===== src/rtl/bootfetch_pkg.sv =====
package bootfetch_pkg;

   typedef enum logic [2:0] {
      ST_IDLE,
      ST_NISSUE,
      ST_NWAIT,
      ST_WISSUE,
      ST_WWAIT,
      ST_RESP
   } fetch_state_t;

   // Result lane for the byte read from fetch offset k: the byte order is
   // reversed inside each word, and the word order is kept.
   function automatic int unsigned lane_of(input int unsigned k, input int unsigned wb);
      return (k / wb) * wb + (wb - 1 - (k % wb));
   endfunction

endpackage


===== src/rtl/bootfetch_lat_timer.sv =====
module bootfetch_lat_timer #(
   parameter int unsigned LAT = 2
) (
   input  logic clk,
   input  logic rst_n,
   input  logic start,
   output logic expire
);
   localparam int unsigned CNT_W = $clog2(LAT + 1) + 1;
   localparam logic [CNT_W-1:0] LAT_C = CNT_W'(LAT);

   logic             busy_q;
   logic [CNT_W-1:0] cnt_q;

   assign expire = busy_q && (cnt_q == LAT_C);

   always_ff @(posedge clk or negedge rst_n) begin
      if (!rst_n) begin
         busy_q <= 1'b0;
         cnt_q  <= '0;
      end else if (start) begin
         busy_q <= 1'b1;
         cnt_q  <= CNT_W'(1);
      end else if (expire) begin
         busy_q <= 1'b0;
      end else if (busy_q) begin
         cnt_q <= cnt_q + CNT_W'(1);
      end
   end
endmodule


===== src/rtl/bootfetch_packer.sv =====
module bootfetch_packer
   import bootfetch_pkg::*;
#(
   parameter int unsigned WORD_BYTES  = 4,
   parameter int unsigned FETCH_BYTES = 8,
   localparam int unsigned IDX_W      = $clog2(FETCH_BYTES),
   localparam int unsigned FETCH_W    = 8 * FETCH_BYTES
) (
   input  logic               clk,
   input  logic               rst_n,
   input  logic               clr,
   input  logic               byte_we,
   input  logic [IDX_W-1:0]   byte_idx,
   input  logic [7:0]         byte_in,
   input  logic               word_we,
   input  logic [FETCH_W-1:0] word_in,
   output logic [FETCH_W-1:0] data_out
);
   // One byte register per result lane. Each lane is written by exactly one
   // fetch offset, fixed at elaboration.
   for (genvar g = 0; g < FETCH_BYTES; g++) begin : g_lane
      localparam int unsigned SRC = lane_of(g, WORD_BYTES);
      logic [7:0] lane_q;

      always_ff @(posedge clk or negedge rst_n) begin
         if (!rst_n) begin
            lane_q <= '0;
         end else if (clr) begin
            lane_q <= '0;
         end else if (word_we) begin
            lane_q <= word_in[g*8 +: 8];
         end else if (byte_we && (byte_idx == IDX_W'(SRC))) begin
            lane_q <= byte_in;
         end
      end

      assign data_out[g*8 +: 8] = lane_q;
   end
endmodule


===== src/rtl/bootfetch_ctrl.sv =====
module bootfetch_ctrl
   import bootfetch_pkg::*;
#(
   parameter int unsigned ADDR_W = 16,
   parameter int unsigned IDX_W  = 3
) (
   input  logic              clk,
   input  logic              rst_n,
   input  logic              go_wide,
   input  logic              req_valid,
   input  logic [ADDR_W-1:0] req_addr,
   input  logic              expire,
   output logic              req_ready,
   output logic              accept,
   output logic              rom_rd,
   output logic              wide_rd,
   output logic              byte_we,
   output logic              word_we,
   output logic              done,
   output logic              err,
   output logic              wide_active,
   output logic [IDX_W-1:0]  idx,
   output logic [ADDR_W-1:0] base
);
   localparam logic [IDX_W-1:0] LAST_IDX = '1;

   fetch_state_t      state_q;
   logic [ADDR_W-1:0] base_q;
   logic [IDX_W-1:0]  idx_q;
   logic              err_q;
   logic              wide_q;
   logic              misaligned;

   assign misaligned = |req_addr[IDX_W-1:0];

   always_ff @(posedge clk or negedge rst_n) begin
      if (!rst_n) begin
         state_q <= ST_IDLE;
         base_q  <= '0;
         idx_q   <= '0;
         err_q   <= 1'b0;
         wide_q  <= 1'b0;
      end else begin
         case (state_q)
            ST_IDLE: begin
               wide_q <= wide_q | go_wide;
               if (req_valid) begin
                  base_q <= req_addr;
                  idx_q  <= '0;
                  err_q  <= misaligned;
                  if (misaligned)  state_q <= ST_RESP;
                  else if (wide_q) state_q <= ST_WISSUE;
                  else             state_q <= ST_NISSUE;
               end
            end
            ST_NISSUE: state_q <= ST_NWAIT;
            ST_NWAIT: begin
               if (expire) begin
                  if (idx_q == LAST_IDX) begin
                     state_q <= ST_RESP;
                  end else begin
                     idx_q   <= idx_q + IDX_W'(1);
                     state_q <= ST_NISSUE;
                  end
               end
            end
            ST_WISSUE: state_q <= ST_WWAIT;
            ST_WWAIT: begin
               if (expire) state_q <= ST_RESP;
            end
            ST_RESP: begin
               err_q   <= 1'b0;
               state_q <= ST_IDLE;
            end
            default: state_q <= ST_IDLE;
         endcase
      end
   end

   always_comb begin
      req_ready   = (state_q == ST_IDLE);
      accept      = req_ready && req_valid;
      rom_rd      = (state_q == ST_NISSUE);
      wide_rd     = (state_q == ST_WISSUE);
      byte_we     = (state_q == ST_NWAIT) && expire;
      word_we     = (state_q == ST_WWAIT) && expire;
      done        = (state_q == ST_RESP);
      err         = done && err_q;
      wide_active = wide_q;
      idx         = idx_q;
      base        = base_q;
   end
endmodule


===== src/rtl/bootfetch_top.sv =====
module bootfetch_top
   import bootfetch_pkg::*;
#(
   parameter int unsigned ADDR_W          = 16,
   parameter int unsigned RD_LAT          = 2,
   parameter int unsigned WORD_BYTES      = 4,
   parameter int unsigned WORDS_PER_FETCH = 2,
   localparam int unsigned FETCH_BYTES    = WORD_BYTES * WORDS_PER_FETCH,
   localparam int unsigned IDX_W          = $clog2(FETCH_BYTES),
   localparam int unsigned FETCH_W        = 8 * FETCH_BYTES
) (
   input  logic               clk,
   input  logic               rst_n,
   input  logic               go_wide,
   input  logic               req_valid,
   output logic               req_ready,
   input  logic [ADDR_W-1:0]  req_addr,
   output logic               rsp_done,
   output logic               rsp_err,
   output logic [FETCH_W-1:0] rsp_insn,
   output logic               wide_active,
   output logic               rom_rd,
   output logic [ADDR_W-1:0]  rom_addr,
   input  logic [7:0]         rom_byte,
   output logic               wide_rd,
   output logic [ADDR_W-1:0]  wide_addr,
   input  logic [FETCH_W-1:0] wide_data
);
   if (RD_LAT < 1) begin : g_bad_lat
      $error("bootfetch_top: RD_LAT must be at least 1");
   end
   if ((WORD_BYTES < 2) || ((WORD_BYTES & (WORD_BYTES - 1)) != 0)) begin : g_bad_word
      $error("bootfetch_top: WORD_BYTES must be a power of two, at least 2");
   end
   if ((WORDS_PER_FETCH < 1) || ((WORDS_PER_FETCH & (WORDS_PER_FETCH - 1)) != 0)) begin : g_bad_words
      $error("bootfetch_top: WORDS_PER_FETCH must be a power of two");
   end
   if (ADDR_W <= IDX_W) begin : g_bad_addr
      $error("bootfetch_top: ADDR_W too small for the fetch size");
   end

   logic              accept;
   logic              expire;
   logic              byte_we;
   logic              word_we;
   logic [IDX_W-1:0]  idx;
   logic [ADDR_W-1:0] base;

   bootfetch_ctrl #(
      .ADDR_W (ADDR_W),
      .IDX_W  (IDX_W)
   ) u_ctrl (
      .clk         (clk),
      .rst_n       (rst_n),
      .go_wide     (go_wide),
      .req_valid   (req_valid),
      .req_addr    (req_addr),
      .expire      (expire),
      .req_ready   (req_ready),
      .accept      (accept),
      .rom_rd      (rom_rd),
      .wide_rd     (wide_rd),
      .byte_we     (byte_we),
      .word_we     (word_we),
      .done        (rsp_done),
      .err         (rsp_err),
      .wide_active (wide_active),
      .idx         (idx),
      .base        (base)
   );

   bootfetch_lat_timer #(
      .LAT (RD_LAT)
   ) u_timer (
      .clk    (clk),
      .rst_n  (rst_n),
      .start  (rom_rd | wide_rd),
      .expire (expire)
   );

   bootfetch_packer #(
      .WORD_BYTES  (WORD_BYTES),
      .FETCH_BYTES (FETCH_BYTES)
   ) u_packer (
      .clk      (clk),
      .rst_n    (rst_n),
      .clr      (accept),
      .byte_we  (byte_we),
      .byte_idx (idx),
      .byte_in  (rom_byte),
      .word_we  (word_we),
      .word_in  (wide_data),
      .data_out (rsp_insn)
   );

   assign rom_addr  = {base[ADDR_W-1:IDX_W], idx};
   assign wide_addr = base;
endmodule


===== config.mk =====
export PLATFORM = sky130hd
export DESIGN_NAME = bootfetch_top
export DESIGN_NICKNAME = d
export VERILOG_FILES = /design/src/rtl/bootfetch_pkg.sv /design/src/rtl/bootfetch_lat_timer.sv /design/src/rtl/bootfetch_packer.sv /design/src/rtl/bootfetch_ctrl.sv /design/src/rtl/bootfetch_top.sv
export SDC_FILE = /design/constraint.sdc
export NUM_CORES = 1
export LEC_CHECK = 0
export BUFFER_PORTS_ARGS = -buffer_cell sky130_fd_sc_hd__buf_2
export CORE_MARGIN = 1
export CORE_UTILIZATION = 51
export DETAILED_ROUTE_END_ITERATION = 16
export GPL_ROUTABILITY_DRIVEN = 0
export PLACE_DENSITY = 0.84
export RECOVER_POWER = 50
export SYNTH_ARGS = -nofsm -noshare
export SYNTH_HDL_FRONTEND = slang
export SYNTH_SLANG_ARGS = --single-unit

===== constraint.sdc =====
create_clock -name clk -period 4.9 [get_ports clk]
set_clock_uncertainty 0.15 [all_clocks]
set_input_delay 0.98 -clock clk [delete_from_list [all_inputs] [get_ports clk]]
set_output_delay 0.98 -clock clk [all_outputs]
set_load 0.1 [all_outputs]

## After elaboration in Yosys (flattened, before gate mapping)

Cells that the tools add are included.

| cells by class | value |
|---|---|
| $add $sub $neg | 2 |
| equality and inequality tests | 18 |
| muxes and demuxes | 42 |
| bitwise logic cells | 2 |
| reductions and logical operators | 33 |

Operators with widths:

| kind | number |
|---|---|
| $mux 8 | 24 |
| $mux 3 | 11 |
| $reduce_bool 3->1 | 8 |
| $eq 3x3->1 const B | 6 |
| $eq 3x2->1 const B | 5 |
| $pmux 3 s5 | 1 |
| $logic_and 1x1->1 | 13 |
| $reduce_bool 2->1 | 4 |
| $add 3x1->3 const B | 2 |
| $eq 3x1->1 const B | 2 |
| $logic_not 3->1 | 2 |
| $ne 2x1->1 const B | 3 |
| $pmux 3 s2 | 1 |
| $reduce_and 2->1 | 3 |
| $ne 2x2->1 const B | 2 |
| $reduce_and 4->1 | 1 |
| $mux 1 | 3 |
| $reduce_and 3->1 | 1 |
| $reduce_or 3->1 | 1 |
| $mux 2 | 1 |
| $or 1x1->1 | 2 |
| $pmux 1 s2 | 1 |

| word-level totals | value |
|---|---|
| register bits after elaboration | 92 |
| input bits | 92 |
| output and inout bits | 102 |
| logic and storage cells | 112 |

## Longest topological paths before layout

| depth | value |
|---|---|
| depth after elaboration | 7 |
| mapped depth | 10 |
| mapped depth without buffers | 6 |

## By module

Synthesis repeated with hierarchy kept, for this count alone.

| second synthesis, totals | value |
|---|---|
| cells, all modules | 464 |
| area, all modules | 4700.8 um^2 |

By module, submodules not included:

| module | instances | cells an instance | area an instance (um^2) | sequential area each (um^2) |
|---|---|---|---|---|
| bootfetch_packer | 1 | 304 | 3215.6 | 1601.5 |
| bootfetch_ctrl | 1 | 125 | 1152.4 | 600.6 |
| bootfetch_lat_timer | 1 | 21 | 229.0 | 100.1 |
| bootfetch_top | 1 | 14 | 103.8 | 0.0 |

## Worst setup path after synthesis

Ideal clock, no wire load.

| timing path | value |
|---|---|
| path type | register to output |
| start point | reg u_ctrl.state_q[0] |
| end point | out req_ready |
| arrival time | 2.674 ns |
| data required time | 3.770 ns |
| setup slack | 1.096 ns |
| cell stages (with the launch flop) | 3 |
| buffers on the path | 1 |
| cell sequence | dfrtp_1 -> clkbuf_1 -> nor3_1 |

| on the way | value |
|---|---|
| word-level cells in the longest chain between the ends | 1 |

Ends and longest elaborated chain:

| element | RTL line | source |
|---|---|---|
| start, declared | bootfetch_ctrl.sv:27 | `fetch_state_t state_q;` |
| start signal, assigned | bootfetch_ctrl.sv:38 | `state_q <= ST_IDLE;` |
| start signal, assigned | bootfetch_ctrl.sv:51 | `if (misaligned) state_q <= ST_RESP;` |
| start signal, assigned | bootfetch_ctrl.sv:52 | `else if (wide_q) state_q <= ST_WISSUE;` |
| $logic_not 3->1 | bootfetch_ctrl.sv:81 | `req_ready = (state_q == ST_IDLE);` |
| end, declared | bootfetch_top.sv:16 | `output logic req_ready,` |

Every way passes these cells.

## Worst setup path in the final report

| timing path | value |
|---|---|
| start point | reg u_timer.cnt_q[0] |
| end point | reg u_packer.g_lane[7].lane_q[6] |

| on the way | value |
|---|---|
| word-level cells in the longest chain between the ends | 5 |
| elaborated cells on any way between the ends | 8 |
| those cells by class | 1 x eq/ne; 2 x mux; 5 x reduce/logical |

Ends and longest elaborated chain:

| element | RTL line | source |
|---|---|---|
| start, declared | bootfetch_lat_timer.sv:13 | `logic [CNT_W-1:0] cnt_q;` |
| start signal, assigned | bootfetch_lat_timer.sv:27 | `cnt_q <= cnt_q + CNT_W'(1);` |
| $eq 3x2->1 (*) | bootfetch_lat_timer.sv:15 | `assign expire = busy_q && (cnt_q == LAT_C);` |
| $logic_and 1x1->1 (*) | bootfetch_lat_timer.sv:15 |  |
| $logic_and 1x1->1 (on tied branches) | bootfetch_ctrl.sv:86, bootfetch_ctrl.sv:85 |  |
| $mux 8 or $logic_and 1x1->1 (tied branches) | bootfetch_packer.sv:30, bootfetch_packer.sv:32 |  |
| $mux 8 or $reduce_bool 3->1 (tied branches) | -- |  |
| end signal, assigned | bootfetch_packer.sv:31 | `lane_q <= word_in[g*8 +: 8];` |
| end signal, assigned | bootfetch_packer.sv:33 | `lane_q <= byte_in;` |
| end, declared | bootfetch_packer.sv:23 | `logic [7:0] lane_q;` |

Every way passes the cells marked *; elsewhere a longest branch is shown, timed or not.
A chain may end at the register's enable or synchronous reset.

==> impl_results.md <==
- F_max: 321.4 MHz
- Tightest Pin Transition: 2.275 ns
- TNS Setup: 0 ns
- Reg-to-reg slack, setup: 1.79 ns
- Leading area contributor after synthesis: dfrtp_1
- Cell Count, Final, Fillers Out: 650
- Crit. End Element: flip-flop
- Unrepaired setup endpoints after global routing: no
- CTS resizes: 0
- Mean post-synth cell area: 11.76 sq um
- Critical path arrival: 3.25 ns
- CP required: 5.04 ns
- Main synth FF type: dfrtp_1
- Worst path slowest cell: and2_2
- CP Launch Type: flip-flop
- Ys Warns: 0
- Family with the most delay on the worst path: simple AND/OR/NAND/NOR gates
- Ant. Diodes: 0
- Clock Sinks: 92
- Register bit total from synthesis: 92
- Worst reg2reg path depth: 7
- Reg clk slew, reported paths: 0.10 ns
- Clock latency on the worst-skew pair: 0.36 ns
- Seq/Total Area, Yosys: 0.5319
- Wire per inst: 18.27 microns
- # rows: 33
- Via count: 3779
- Ports: 194
- Slew HR: -0.5167
- Max Cap Viol: 1
- DRC: 0
- DRT Pass-1 Iters: 6
- Vias in the first global route: 3531
- Post-CTS Hold Buffers: 0
- Min-Delay Path Class: reg2reg
- Initial core utilization: 0.5267
- Core Area: 8217 sq um
- Max FO, Critical Path: 53
- Mapped Area: 4328 sq um
- Final hold vios: 0
- Slowest Stage Delay on Critical Path: 0.91 ns
- Chip height: 94.12 microns
- Hold depth: 1
- Synth area leaders: dfrtp_1 (53%), o2bb2ai_1 (13%), a21oi_1 (8.3%)
- Number of placed instances, taps included: 634
- Crit path buffers/inverters: 2
- Violated checks: max-capacitance violations, max-slew violations
- FFs w/ async S/R, synth: 1.000
- Number of synthesized flops with an enable pin: 0
- Post-route ant nets: 0
- PortBufs: 193
- Post-synth net total: 468
- Minimum clock period: 3.112 ns
- Layout Nets: 640
- Initial antenna violation count: 0
- Cells after synthesis: 368
- Die footprint: 8859 sq um
- TritonCTS Buffers: 9
- Share of layout cells above drive strength 1: 0.4055
- Final setup viols: 0
- Area fraction of the dominant cell type after synthesis: 0.5319
- WP depth: 7
- Slew Limit Fails: 93
- Total GRT Usage: 0.2669
- Final wirelength: 11880 microns
- Worst path cell trace: inv_1, ha_1, and3b_1, and2_2, buf_4, a31oi_2, o2bb2ai_1
- Die W: 94.12 microns
- Clock Tree Buf Depth: 2
- Pin count of the biggest net entering global routing: 93
- Area grow syn2layout: 24.52%
- Starting DRC count in detailed routing: 205
- GRT Residual Overflow: 0
- Status: finished with violations
- DP Wirelength: 8557 microns
- Setup Crit Path Kind: reg2reg
- CTS root buf: clkbuf_8
- Vias per cell: 5.814
- Library cells used by synthesis: 39
- Final worst-path cycle share: 0.6350
- Postcts setup bufs: 0
- CTS tree: done
- Global-route wire length before repair: 17880 microns
- Htree depth: 3
-- logic make-up (layout without fill, tap and decap cells) --
group	Yosys count	count (layout)	synth area share
muxes	17	17	0.04394
and+or+nand+nor	38	38	0.05204
buffers and inverters	39	216	0.05608
xor gates and xnor gates	1	1	0.002024
adders and majority gates	8	8	0.02313
AOI/OAI and AO/OA	173	173	0.2908
DFF	92	92	0.5319
-- flip-flops by register name (all words and copies together) (netlist names) --
signal and flops:
u_ctrl.err_q 1, u_ctrl.base 16, u_ctrl.state_q 3, u_ctrl.idx 3, u_timer.cnt_q 3, u_packer.g_lane.lane_q 64
u_timer.busy_q 1, u_ctrl.wide_active 1
-- layout by cell type, fill, tap and decap left out, types with 2 or more instances in the layout --
cell / n
buf_2: 165
dfrtp_1: 92
a21oi_1: 72
o2bb2ai_1: 64
clkbuf_1: 28
mux2_2: 16
a21oi_2: 10
clkbuf_8: 10
nor2_1: 8
a21boi_1: 8
nand2_1: 8
ha_1: 8
inv_1: 5
a21o_1: 5
nor2b_1: 3
nor3_1: 3
a31oi_4: 3
a31oi_2: 3
o21ai_0: 3
nand2b_1: 2
and2_1: 2
or2_2: 2
inv_8: 2
inv_6: 2
-- worst paths after layout --
check                                                  start                            to
worst max-delay path                        u_timer.cnt_q[0]  u_packer.g_lane[7].lane_q[6]
worst min-delay path            u_packer.g_lane[5].lane_q[4]  u_packer.g_lane[5].lane_q[4]
worst max register to register              u_timer.cnt_q[0]  u_packer.g_lane[7].lane_q[6]
worst min register to register  u_packer.g_lane[5].lane_q[4]  u_packer.g_lane[5].lane_q[4]
max in group asynchronous                              rst_n  u_packer.g_lane[0].lane_q[0]
min in group asynchronous                              rst_n  u_packer.g_lane[4].lane_q[6]
-- area by class of cell --
cell class	count	area (sq um)
inverter	5	18.77
clock buffer	10	137.6
clock inverter	6	77.57
multi-input combinational	237	1778
tap	105	131.4
sequential	92	2302
timing repair buffer	195	943.4
fill	662	2828
-- metrics by stage --
step	hold WS [ns]	utilization	worst slack [ns]	instance area (sq um)
after floorplan	0.3772	-	1.096	4328
after global placement	0.3155	0.6364	1.984	5229
after detailed placement	0.3193	0.6364	1.853	5229
after CTS	0.3423	0.6626	1.825	5444
after global routing	0.3611	0.6559	1.580	5389
final	0.3426	0.6559	1.788	5389
-- cell usage after synthesis, types with 4 or more instances --
cell and count:
a21o_1 5, inv_1 5, a21boi_1 8, nor2_1 8, dfrtp_1 92, mux2_2 16
buf_2 11, o2bb2ai_1 64, nand2_1 8, clkbuf_1 4, buf_4 16, ha_1 8
a21oi_1 72, a21oi_2 10
-- metal layers --
metal  vias to the layer above  part of all wire  track usage  wire length (microns)
li1                       1711                 -            -                      -
met1                      1806              0.39       0.3258                   4689
met2                       240              0.49       0.4605                   5859
met3                        22             0.097      0.07120                   1149
met4                         0             0.015      0.07949                    177
met5                         -                 0            0                      0
Power is left out: the tool's default activity adds up to more than one toggle a clock period on the data nets, which glitch-free logic cannot reach.
